<file path="src/rtl/dpm_pkg.sv">
package dpm_pkg;

  // Reason an access is refused; FLT_NONE means the access is legal.
  typedef enum logic [2:0] {
    FLT_NONE   = 3'd0,
    FLT_RANGE  = 3'd1,
    FLT_YBYTE  = 3'd2,
    FLT_YWRITE = 3'd3,
    FLT_ALIGN  = 3'd4
  } fault_e;

  // Refusals whose read data is forced to zero (alignment refusals still
  // deliver the aligned word).
  function automatic logic fault_zeroes(fault_e f);
    return (f == FLT_RANGE) || (f == FLT_YBYTE) || (f == FLT_YWRITE);
  endfunction

endpackage

</file>
<file path="src/rtl/dpm_addr_check.sv">
module dpm_addr_check
  import dpm_pkg::*;
#(
  parameter int unsigned EA_W = 16,
  parameter int unsigned IDX_W = 7,
  parameter logic [EA_W-1:0] X_LO = '0,
  parameter logic [EA_W-1:0] X_HI = '1,
  parameter logic [EA_W-1:0] Y_LO = '0,
  parameter logic [EA_W-1:0] Y_HI = '1
) (
  input  logic [EA_W-1:0]  ea,
  input  logic             path_y,
  input  logic             is_byte,
  input  logic             we,
  output fault_e           fault,
  output logic [IDX_W-1:0] widx
);

  localparam logic [EA_W-1:0] X_SPAN = X_HI - X_LO;
  localparam logic [EA_W-1:0] Y_SPAN = Y_HI - Y_LO;

  logic [EA_W-1:0] x_off;
  logic [EA_W-1:0] y_off;
  logic            in_x;
  logic            in_y;

  // Window test by offset: a single unsigned compare per window.
  always_comb begin
    x_off = ea - X_LO;
    y_off = ea - Y_LO;
    in_x  = (x_off <= X_SPAN);
    in_y  = (y_off <= Y_SPAN);
  end

  // Refusal priority: path capability, then window, then alignment.
  always_comb begin
    fault = FLT_NONE;
    if (path_y) begin
      if (we)                  fault = FLT_YWRITE;
      else if (is_byte)        fault = FLT_YBYTE;
      else if (!in_y)          fault = FLT_RANGE;
      else if (ea[0])          fault = FLT_ALIGN;
    end else begin
      if (!in_x)               fault = FLT_RANGE;
      else if (!is_byte && ea[0]) fault = FLT_ALIGN;
    end
  end

  // Shared word decode: the byte-select bit is dropped.
  assign widx = ea[IDX_W:1];

endmodule

</file>
<file path="src/rtl/dpm_byte_array.sv">
module dpm_byte_array #(
  parameter int unsigned LANE_W = 8,
  parameter int unsigned LANES  = 2,
  parameter int unsigned DEPTH  = 128,
  parameter int unsigned IDX_W  = $clog2(DEPTH)
) (
  input  logic                    clk,
  input  logic                    rst_n,
  input  logic                    rd_en,
  input  logic [IDX_W-1:0]        widx,
  input  logic [LANES-1:0]        wstrb,
  input  logic [LANES*LANE_W-1:0] wlane,
  output logic [LANES*LANE_W-1:0] rword
);

  for (genvar g = 0; g < LANES; g++) begin : g_lane
    logic [LANE_W-1:0] mem [DEPTH];
    logic [LANE_W-1:0] rd_d;
    logic [LANE_W-1:0] rd_q;

    // Storage: one write strobe per half, shared word index.
    always_ff @(posedge clk) begin
      if (wstrb[g]) begin
        mem[widx] <= wlane[g*LANE_W +: LANE_W];
      end
    end

    always_comb begin
      rd_d = rd_q;
      if (rd_en) begin
        rd_d = mem[widx];
      end
    end

    always_ff @(posedge clk or negedge rst_n) begin
      if (!rst_n) begin
        rd_q <= '0;
      end else begin
        rd_q <= rd_d;
      end
    end

    assign rword[g*LANE_W +: LANE_W] = rd_q;
  end

endmodule

</file>
<file path="src/rtl/dpm_lane_steer.sv">
module dpm_lane_steer #(
  parameter int unsigned LANE_W = 8
) (
  input  logic [2*LANE_W-1:0] rword,
  input  logic                byte_q,
  input  logic                odd_q,
  input  logic                zero_q,
  output logic [2*LANE_W-1:0] rdata
);

  always_comb begin
    if (zero_q) begin
      rdata = '0;
    end else if (byte_q) begin
      rdata = {{LANE_W{1'b0}}, (odd_q ? rword[2*LANE_W-1:LANE_W] : rword[LANE_W-1:0])};
    end else begin
      rdata = rword;
    end
  end

endmodule

</file>
<file path="src/rtl/dpm_post_mod.sv">
module dpm_post_mod #(
  parameter int unsigned EA_W = 16
) (
  input  logic            clk,
  input  logic            rst_n,
  input  logic [EA_W-1:0] ea,
  input  logic            is_byte,
  output logic [EA_W-1:0] ea_post
);

  localparam logic [EA_W-1:0] STEP_BYTE = EA_W'(1);
  localparam logic [EA_W-1:0] STEP_WORD = EA_W'(2);

  always_comb begin
    ea_post = ea + (is_byte ? STEP_BYTE : STEP_WORD);
  end

  // a byte step flips the LSb, a word step keeps it.
  a_r10_step_parity: assert property (@(posedge clk) disable iff (!rst_n)
    ea_post[0] == (ea[0] ^ is_byte));

endmodule

</file>
<file path="src/rtl/dual_path_dmem.sv">
module dual_path_dmem
  import dpm_pkg::*;
#(
  parameter int unsigned EA_W        = 16,
  parameter int unsigned DATA_W      = 16,
  parameter int unsigned DEPTH_WORDS = 128,
  parameter logic [EA_W-1:0] X_LO    = 16'h0000,
  parameter logic [EA_W-1:0] X_HI    = 16'h00FF,
  parameter logic [EA_W-1:0] Y_LO    = 16'h0080,
  parameter logic [EA_W-1:0] Y_HI    = 16'h00FF
) (
  input  logic              clk,
  input  logic              rst_n,
  input  logic              acc_en,
  input  logic              path_y,
  input  logic              is_byte,
  input  logic              we,
  input  logic [EA_W-1:0]   ea,
  input  logic [DATA_W-1:0] wdata,
  output logic [DATA_W-1:0] rdata,
  output logic              trap,
  output logic [EA_W-1:0]   ea_post
);

  localparam int unsigned LANES  = 2;
  localparam int unsigned BYTE_W = DATA_W / LANES;
  localparam int unsigned IDX_W  = $clog2(DEPTH_WORDS);

  // Reset: asserted asynchronously, released on a clock edge.
  logic rst_meta;
  logic rst_s_n;

  always_ff @(posedge clk or negedge rst_n) begin
    if (!rst_n) begin
      rst_meta <= 1'b0;
      rst_s_n  <= 1'b0;
    end else begin
      rst_meta <= 1'b1;
      rst_s_n  <= rst_meta;
    end
  end

  // Address decode and refusal classification.
  fault_e           fault;
  logic [IDX_W-1:0] widx;

  dpm_addr_check #(
    .EA_W (EA_W),
    .IDX_W(IDX_W),
    .X_LO (X_LO),
    .X_HI (X_HI),
    .Y_LO (Y_LO),
    .Y_HI (Y_HI)
  ) u_check (
    .ea     (ea),
    .path_y (path_y),
    .is_byte(is_byte),
    .we     (we),
    .fault  (fault),
    .widx   (widx)
  );

  // Write lanes: a byte store replicates wdata[7:0] onto both halves and
  // the strobe picks the half.
  logic [DATA_W-1:0] wlane;
  logic [LANES-1:0]  wstrb;
  logic              rd_en;
  logic              legal;

  for (genvar g = 0; g < LANES; g++) begin : g_wlane
    assign wlane[g*BYTE_W +: BYTE_W] = is_byte ? wdata[BYTE_W-1:0]
                                               : wdata[g*BYTE_W +: BYTE_W];
  end

  always_comb begin
    legal = (fault == FLT_NONE);
    rd_en = acc_en && !we;
    wstrb = '0;
    if (acc_en && we && legal) begin
      if (is_byte) begin
        wstrb = ea[0] ? 2'b10 : 2'b01;
      end else begin
        wstrb = 2'b11;
      end
    end
  end

  logic [DATA_W-1:0] rword;

  dpm_byte_array #(
    .LANE_W(BYTE_W),
    .LANES (LANES),
    .DEPTH (DEPTH_WORDS),
    .IDX_W (IDX_W)
  ) u_array (
    .clk  (clk),
    .rst_n(rst_s_n),
    .rd_en(rd_en),
    .widx (widx),
    .wstrb(wstrb),
    .wlane(wlane),
    .rword(rword)
  );

  // Read-side control captured alongside the array read.
  logic byte_d, odd_d, zero_d, trap_d;
  logic byte_q, odd_q, zero_q, trap_q;

  always_comb begin
    byte_d = byte_q;
    odd_d  = odd_q;
    zero_d = zero_q;
    if (rd_en) begin
      byte_d = is_byte;
      odd_d  = ea[0];
      zero_d = fault_zeroes(fault);
    end
    trap_d = acc_en && !legal;
  end

  always_ff @(posedge clk or negedge rst_s_n) begin
    if (!rst_s_n) begin
      byte_q <= 1'b0;
      odd_q  <= 1'b0;
      zero_q <= 1'b1;
      trap_q <= 1'b0;
    end else begin
      byte_q <= byte_d;
      odd_q  <= odd_d;
      zero_q <= zero_d;
      trap_q <= trap_d;
    end
  end

  dpm_lane_steer #(
    .LANE_W(BYTE_W)
  ) u_steer (
    .rword (rword),
    .byte_q(byte_q),
    .odd_q (odd_q),
    .zero_q(zero_q),
    .rdata (rdata)
  );

  assign trap = trap_q;

  dpm_post_mod #(
    .EA_W(EA_W)
  ) u_post (
    .clk    (clk),
    .rst_n  (rst_s_n),
    .ea     (ea),
    .is_byte(is_byte),
    .ea_post(ea_post)
  );

  // no access, no trap in the next cycle.
  a_r9_idle_no_trap: assert property (@(posedge clk) disable iff (!rst_s_n)
    !acc_en |=> !trap);

  // refused reads come back as zero.
  a_r6_zero_read: assert property (@(posedge clk) disable iff (!rst_s_n)
    (acc_en && !we && fault_zeroes(fault)) |=> (rdata == '0));

  // legal byte reads clear the upper lane.
  a_r3_upper_zero: assert property (@(posedge clk) disable iff (!rst_s_n)
    (acc_en && !we && is_byte && fault == FLT_NONE) |=> (rdata[DATA_W-1:BYTE_W] == '0));

  // a byte write drives at most one half.
  a_r2_single_half: assert property (@(posedge clk) disable iff (!rst_s_n)
    (acc_en && we && is_byte) |-> ($countones(wstrb) <= 1));

  // odd-address word access traps.
  a_r8_align_trap: assert property (@(posedge clk) disable iff (!rst_s_n)
    (acc_en && !is_byte && ea[0]) |=> trap);

  // without a read access the read data holds.
  a_r12_hold: assert property (@(posedge clk) disable iff (!rst_s_n)
    !(acc_en && !we) |=> $stable(rdata));

endmodule

</file>
<file path="config.mk">
export PLATFORM = sky130hd
export DESIGN_NAME = dual_path_dmem
export DESIGN_NICKNAME = d
export VERILOG_FILES = /design/src/rtl/dpm_pkg.sv /design/src/rtl/dpm_addr_check.sv /design/src/rtl/dpm_byte_array.sv /design/src/rtl/dpm_lane_steer.sv /design/src/rtl/dpm_post_mod.sv /design/src/rtl/dual_path_dmem.sv
export SDC_FILE = /design/constraint.sdc
export NUM_CORES = 2
export LEC_CHECK = 0
export ABC_AREA = 1
export BUFFER_PORTS_ARGS = -buffer_cell sky130_fd_sc_hd__buf_2
export CAP_MARGIN = 30
export CELL_PAD_IN_SITES_DETAIL_PLACEMENT = 2
export CELL_PAD_IN_SITES_GLOBAL_PLACEMENT = 2
export CORE_MARGIN = 2
export CORE_UTILIZATION = 47
export DETAILED_ROUTE_END_ITERATION = 6
export GPL_TIMING_DRIVEN = 1
export PLACE_DENSITY = 0.82
export SYNTH_ARGS = -nofsm -noshare
export SYNTH_HDL_FRONTEND = slang
export SYNTH_SLANG_ARGS = --single-unit
export TNS_END_PERCENT = 10
</file>
<file path="constraint.sdc">
create_clock -name clk -period 8.05 [get_ports clk]
set_input_delay 1.2075 -clock clk [delete_from_list [all_inputs] [get_ports clk]]
set_output_delay 1.2075 -clock clk [all_outputs]
set_load 0.05 [all_outputs]
</file>
# After elaboration in Yosys (flattened, before gate mapping)
# Memories as Yosys holds them, arrays and structs flattened. A register that Yosys moved wholly into a read port is not among the register bits.
# Cells that the tools add are included.
[word_totals] regBits=6 output_inout_bits=33 inputBits=38 memories=2 elab_cells=47 mem_bits_rw=2048
[op_classes] magnitude_cmp=2 eq_ne=3 mux=19 n_reduce_logical=13 n_addsub=2
[memory_table] name="u_array.g_lane[0].mem" words=128 word_bits=8 rd=1 rd_ports_with_merged_regs=1 wr=1 line_no="dpm_byte_array.sv:17" source="logic [LANE_W-1:0] mem [DEPTH];"
[memory_table] name="u_array.g_lane[1].mem" words=128 word_bits=8 rd=1 rd_ports_with_merged_regs=1 wr=1 line_no="dpm_byte_array.sv:17"
[ops] op="16-bit 2-to-1 mux" n=2
[ops] op="3-bit 2-to-1 mux" n=7
[ops] op="16-bit adder" n=1
[ops] op="16-bit by 7-bit less-or-equal comparator with 1-bit output, second input constant" n=1
[ops] op="16-bit by 8-bit less-or-equal comparator with 1-bit output, second input constant" n=1
[ops] op="8-bit 2-to-1 mux" n=2
[ops] op="16-bit by 8-bit subtractor with 16-bit output, second input constant" n=1
[ops] op="2-bit 2-to-1 mux" n=4
[ops] op="3-bit by 2-bit equality test with 1-bit output, second input constant" n=2
[ops] op="1-bit logical AND" n=5
[ops] op="1-bit logical NOT" n=5
[ops] op="1-bit 2-to-1 mux" n=4
[ops] op="3-bit by 1-bit equality test with 1-bit output, second input constant" n=1
[ops] op="3-bit logical NOT" n=1
[ops] op="1-bit logical OR" n=2

# Longest topological paths before layout
[depth] ltp_word=11 ltp_mapped=17 depth_no_buf=15

# Modules after synthesis
# From an unflattened synthesis, not the netlist that was laid out.
[hier_totals] hier_cells=8564 hier_area_um2=87913.1
[by_module_without_submodules] mod="dpm_byte_array" seq_area_each_um2=61899.4 area_per_inst_um2=86584.3 cells_per_inst=8318 instances=1
[by_module_without_submodules] mod="dpm_post_mod" seq_area_each_um2=0.0 area_per_inst_um2=421.7 cells_per_inst=74 instances=1
[by_module_without_submodules] mod="dual_path_dmem" seq_area_each_um2=151.4 area_per_inst_um2=387.9 cells_per_inst=59 instances=1
[by_module_without_submodules] mod="dpm_lane_steer" seq_area_each_um2=0.0 area_per_inst_um2=274.0 cells_per_inst=61 instances=1
[by_module_without_submodules] mod="dpm_addr_check" seq_area_each_um2=0.0 area_per_inst_um2=245.2 cells_per_inst=52 instances=1

# Worst setup path after synthesis
# Ideal clock, no wire load.
[synth_timing] path_kind="input to output" start="in is_byte" end="out ea_post[14]" path_buffers=2 t_required_ns=6.843 stages=11 arrival_time_ns=4.114 setup_slack_ns=2.729 path_cell_list="ha_1 buf_1 buf_1 inv_1 fa_1 nor2_1 nand2_1 nor3_2 nand3_1 nor2_1 xor2_1"
[synth_via] elab_chain_cells=2
[synth_rtl] item="start, declared" line_no="dual_path_dmem.sv:16" source="input logic is_byte,"
[synth_rtl] item="2-bit 2-to-1 mux" line_no="dpm_post_mod.sv:15" source="ea_post = ea + (is_byte ? STEP_BYTE : STEP_WORD);"
[synth_rtl] item="16-bit adder" line_no="dpm_post_mod.sv:15"
[synth_rtl] item="end, declared" line_no="dual_path_dmem.sv:22" source="output logic [EA_W-1:0] ea_post"
# No other way between the ends.

# Worst setup path after layout
[layout_timing] start="in is_byte" end="out ea_post[15]"
# Same word-level chain as after synthesis.

==> impl_metrics.sql <==
INSERT INTO impl_metrics (metric_group, metric, value, unit) VALUES
('placement', 'finalWeightedCongestion', '0.8717', ''),
('sta', 'finalWorstSetupSlack', '2492', 'ps'),
('detailed_routing', 'ant_nets', '0', ''),
('floorplanning', 'die_width', '433.6', 'um'),
('detailed_routing', 'vias', '66650', ''),
('synthesis', 'post_synth.cell_area_avg', '11.29', 'um2'),
('sta', 'hold_ws', '104.0', 'ps'),
('clocking', 'clkSlewWorstSetupHoldPaths', '60', 'ps'),
('critical_path', 'timing_worst_setup_path_type', 'input pin to output pin', ''),
('cells_and_area', 'post-route-cell-area', '96630', 'um2'),
('critical_path', 'timing.critical_path.required', '6840', 'ps'),
('worst_hold_path', 'hold_class', 'input pin to async pin', ''),
('synthesis', 'post_synth_and_or_nand_nor_area_fraction', '20.84', '%'),
('cells_and_area', 'final.fill_count', '17670', ''),
('global_route', 'grt_antenna_before_repair', '19', ''),
('sta', 'setup_tns', '0', 'ps'),
('detailed_routing', 'finalWirelength', '388600', 'um'),
('job', 'drv_cap', '0', ''),
('global_route', 'global_route.overflow_total', '0', ''),
('clocking', 'tritoncts_buffers', '216', ''),
('floorplanning', 'floorplan.die.height', '433.6', 'um'),
('synthesis', 'yosysUniqueCellTypes', '42', ''),
('sta', 'setup_viol', '0', ''),
('placement', 'placed_area', '89410', 'um2'),
('pwr', 'irDropWorstVdd', '266.7', 'uV'),
('placement', 'placed_cells_incl_taps', '9908', ''),
('cells_and_area', 'final_layout_size_suffix_gt1_share', '10.51', '%'),
('sta', 'number_of_max_slew_violations_in_the_final_report', '0', ''),
('synthesis', 'post_synth_fa_ha_maj_area_fraction', '0.1096', '%'),
('synthesis', 'synth_top_family_by_area', 'simple AND/OR/NAND/NOR gates', ''),
('synthesis', 'synth_fp_nets', '7727', ''),
('synthesis', 'yosys-mux-area-fraction', '0', '%'),
('clocking', 'clkLatencyLatePin', '900', 'ps'),
('sta', 'finalCriticalPeriod', '5558', 'ps'),
('synthesis', 'post_synthesis_compound_gate_area_fraction', '4.415', '%'),
('clocking', 'clock_path_buffers', '3', ''),
('placement', 'preCtsSetupSlack', '2688', 'ps'),
('floorplanning', 'row_count', '157', ''),
('floorplanning', 'core_area', '183300', 'um2'),
('floorplanning', 'top_level_ports', '71', ''),
('placement', 'io_buffers', '70', ''),
('synthesis', 'yosys-top-cells-area', 'sky130_fd_sc_hd__edfxtp_1 71%, sky130_fd_sc_hd__nand2_1 16%, sky130_fd_sc_hd__a21oi_1 2.8%, sky130_fd_sc_hd__nor3_2 2.8%, sky130_fd_sc_hd__buf_2 1.2%', ''),
('clocking', 'ctsRootBufferMaster', 'sky130_fd_sc_hd__clkbuf_16', ''),
('cells_and_area', 'nNetsFinal', '7736', ''),
('critical_path', 'endpoint_kind', 'output pin', ''),
('synthesis', 'post_synth_inst_count', '7682', ''),
('detailed_routing', 'drt_first_pass_iters', '6', ''),
('status', 'status', 'finished clean', ''),
('detailed_routing', 'iteration_0_drc_markers', '8882', ''),
('critical_path', 'startpoint_type', 'input pin', ''),
('sta', 'number_of_hold_violations_in_the_final_report', '0', ''),
('global_route', 'global_route_wire_length_before_repair', '534000', 'um'),
('synthesis', 'synthesis.yosys.warnings', '0', ''),
('synthesis', 'synth_largest_type_area_fraction', '70.90', '%'),
('pwr', 'pwrdens', '248.2', 'nW/um2'),
('detailed_routing', 'dr_drc_count', '0', ''),
('clocking', 'number_of_instances_resized_during_post_cts_repair', '0', ''),
('sta', 'grt_setup_unrepaired', 'no', ''),
('critical_path', 'crit_path_max_fo', '36', ''),
('clocking', 'cts_hold_buf', '0', ''),
('sta', 'fmaxAchievable', '179.9', 'MHz'),
('clocking', 'post_cts_buffers', '0', ''),
('global_route', 'grt_pass1_vias', '71180', ''),
('cells_and_area', 'fin_cells', '10340', ''),
('detailed_routing', 'avgViaCountPerCell', '6.445', ''),
('synthesis', 'ys_ff_latch', '2070', ''),
('floorplanning', 'start_util', '47.33', '%'),
('placement', 'post-dp-hpwl', '217500', 'um'),
('synthesis', 'synth_area', '86740', 'um2'),
('synthesis', 'synth-async-reset-ratio', '1.063', '%'),
('synthesis', 'dominantRegCellSynth', 'sky130_fd_sc_hd__edfxtp_1', '');
## sequential cells by signal (all words and copies together), names as in the netlist
signal               cells
u_array.g_lane.mem    2048
u_array.g_lane.rd_q     16
byte_q                   1
odd_q                    1
rst_meta                 1
rst_s_n                  1
trap                     1
zero_q                   1
## power by group
part           internal (mW)  leakage, nW  total (mW)  switching [mW]
clock                   5.60         3.31        10.3            4.69
combinational          0.302         13.2        1.74            1.44
sequential              11.9         18.3        12.0          0.0503
## cells by family (layout without fill, tap and decap cells)
logic type | Yosys count | count (layout)
buffers and inverters | 521 | 708
and+or+nand+nor | 4321 | 4321
DFF | 2070 | 2070
adders and majority gates | 7 | 7
other | 1 | 9
xor gates and xnor gates | 14 | 14
AOI/OAI and AO/OA | 748 | 748
## path summary, 6_finish.rpt
check	start	to	slack, ps	depth (start not counted)
worst max-delay path	is_byte	ea_post[15]	2490	12
worst min-delay path	rst_n	rst_meta	100	1
worst max register to register	u_array.g_lane[0].mem[106][3]	u_array.g_lane[0].rd_q[3]	5110	10
worst min register to register	rst_s_n	trap	360	1
max in group asynchronous	rst_s_n	u_array.g_lane[0].rd_q[0]	7200	1
min in group clk	rst_meta	rst_s_n	420	0
## layout make-up
class / count / area (um2) / area share [%]
Tap cell: 2464 / 3083 / 3.191
Clock buffer: 301 / 5931 / 6.138
Clock inverter: 95 / 854.6 / 0.8844
Timing Repair Buffer: 228 / 2074 / 2.147
Sequential cell: 2070 / 62050 / 64.22
Inverter: 84 / 370.4 / 0.3833
Antenna cell: 8 / 20.02 / 0.02072
Multi-Input combinational cell: 5091 / 22240 / 23.02
## routing by layer
layer	up-vias	track usage (%)	part of all wire (%)
li1	26110	-	-
met1	34470	47.89	35
met2	4581	65.55	48
met3	1472	8.126	9.2
met4	24	27.86	8.0
met5	-	0	0.078
## critical path, stage by stage
cell and delay (ps):
sky130_fd_sc_hd__buf_2 350, sky130_fd_sc_hd__ha_4 200, sky130_fd_sc_hd__buf_4 750, sky130_fd_sc_hd__a21oi_1 270
sky130_fd_sc_hd__nor3_1 320, sky130_fd_sc_hd__nand2_1 110, sky130_fd_sc_hd__nor2_1 220, sky130_fd_sc_hd__nand2_1 150
sky130_fd_sc_hd__nor3_2 190, sky130_fd_sc_hd__nand2_1 90, sky130_fd_sc_hd__xor2_1 170, sky130_fd_sc_hd__buf_2 290
## synthesized netlist by cell type, types with 6 or more instances
| master | n |
|---|---|
| sky130_fd_sc_hd__a21boi_1 | 6 |
| sky130_fd_sc_hd__a21oi_1 | 486 |
| sky130_fd_sc_hd__a22oi_1 | 23 |
| sky130_fd_sc_hd__buf_1 | 43 |
| sky130_fd_sc_hd__buf_2 | 215 |
| sky130_fd_sc_hd__buf_4 | 29 |
| sky130_fd_sc_hd__buf_6 | 29 |
| sky130_fd_sc_hd__clkbuf_1 | 121 |
| sky130_fd_sc_hd__dfrtp_1 | 21 |
| sky130_fd_sc_hd__edfxtp_1 | 2048 |
| sky130_fd_sc_hd__ha_1 | 6 |
| sky130_fd_sc_hd__inv_1 | 63 |
| sky130_fd_sc_hd__inv_2 | 18 |
| sky130_fd_sc_hd__nand2_1 | 3680 |
| sky130_fd_sc_hd__nand3_1 | 36 |
| sky130_fd_sc_hd__nand3b_1 | 7 |
| sky130_fd_sc_hd__nand4_1 | 43 |
| sky130_fd_sc_hd__nor2_1 | 249 |
| sky130_fd_sc_hd__nor2_2 | 12 |
| sky130_fd_sc_hd__nor3_1 | 21 |
| sky130_fd_sc_hd__nor3_2 | 242 |
| sky130_fd_sc_hd__o21ai_0 | 206 |
| sky130_fd_sc_hd__o21ai_1 | 22 |
| sky130_fd_sc_hd__or2_2 | 16 |
| sky130_fd_sc_hd__xor2_1 | 13 |
## layout by cell type, fill, tap and decap left out, types with 43 or more instances in the layout
cell type,instances
sky130_fd_sc_hd__nand2_1,3672
sky130_fd_sc_hd__edfxtp_1,2048
sky130_fd_sc_hd__a21oi_1,486
sky130_fd_sc_hd__nor2_1,243
sky130_fd_sc_hd__nor3_2,242
sky130_fd_sc_hd__clkbuf_16,221
sky130_fd_sc_hd__o21ai_0,206
sky130_fd_sc_hd__buf_4,110
sky130_fd_sc_hd__clkbuf_1,70
sky130_fd_sc_hd__inv_1,62
sky130_fd_sc_hd__buf_2,62
sky130_fd_sc_hd__clkinv_1,44
sky130_fd_sc_hd__nand4_1,43
Power figures use the tool's default switching activity.
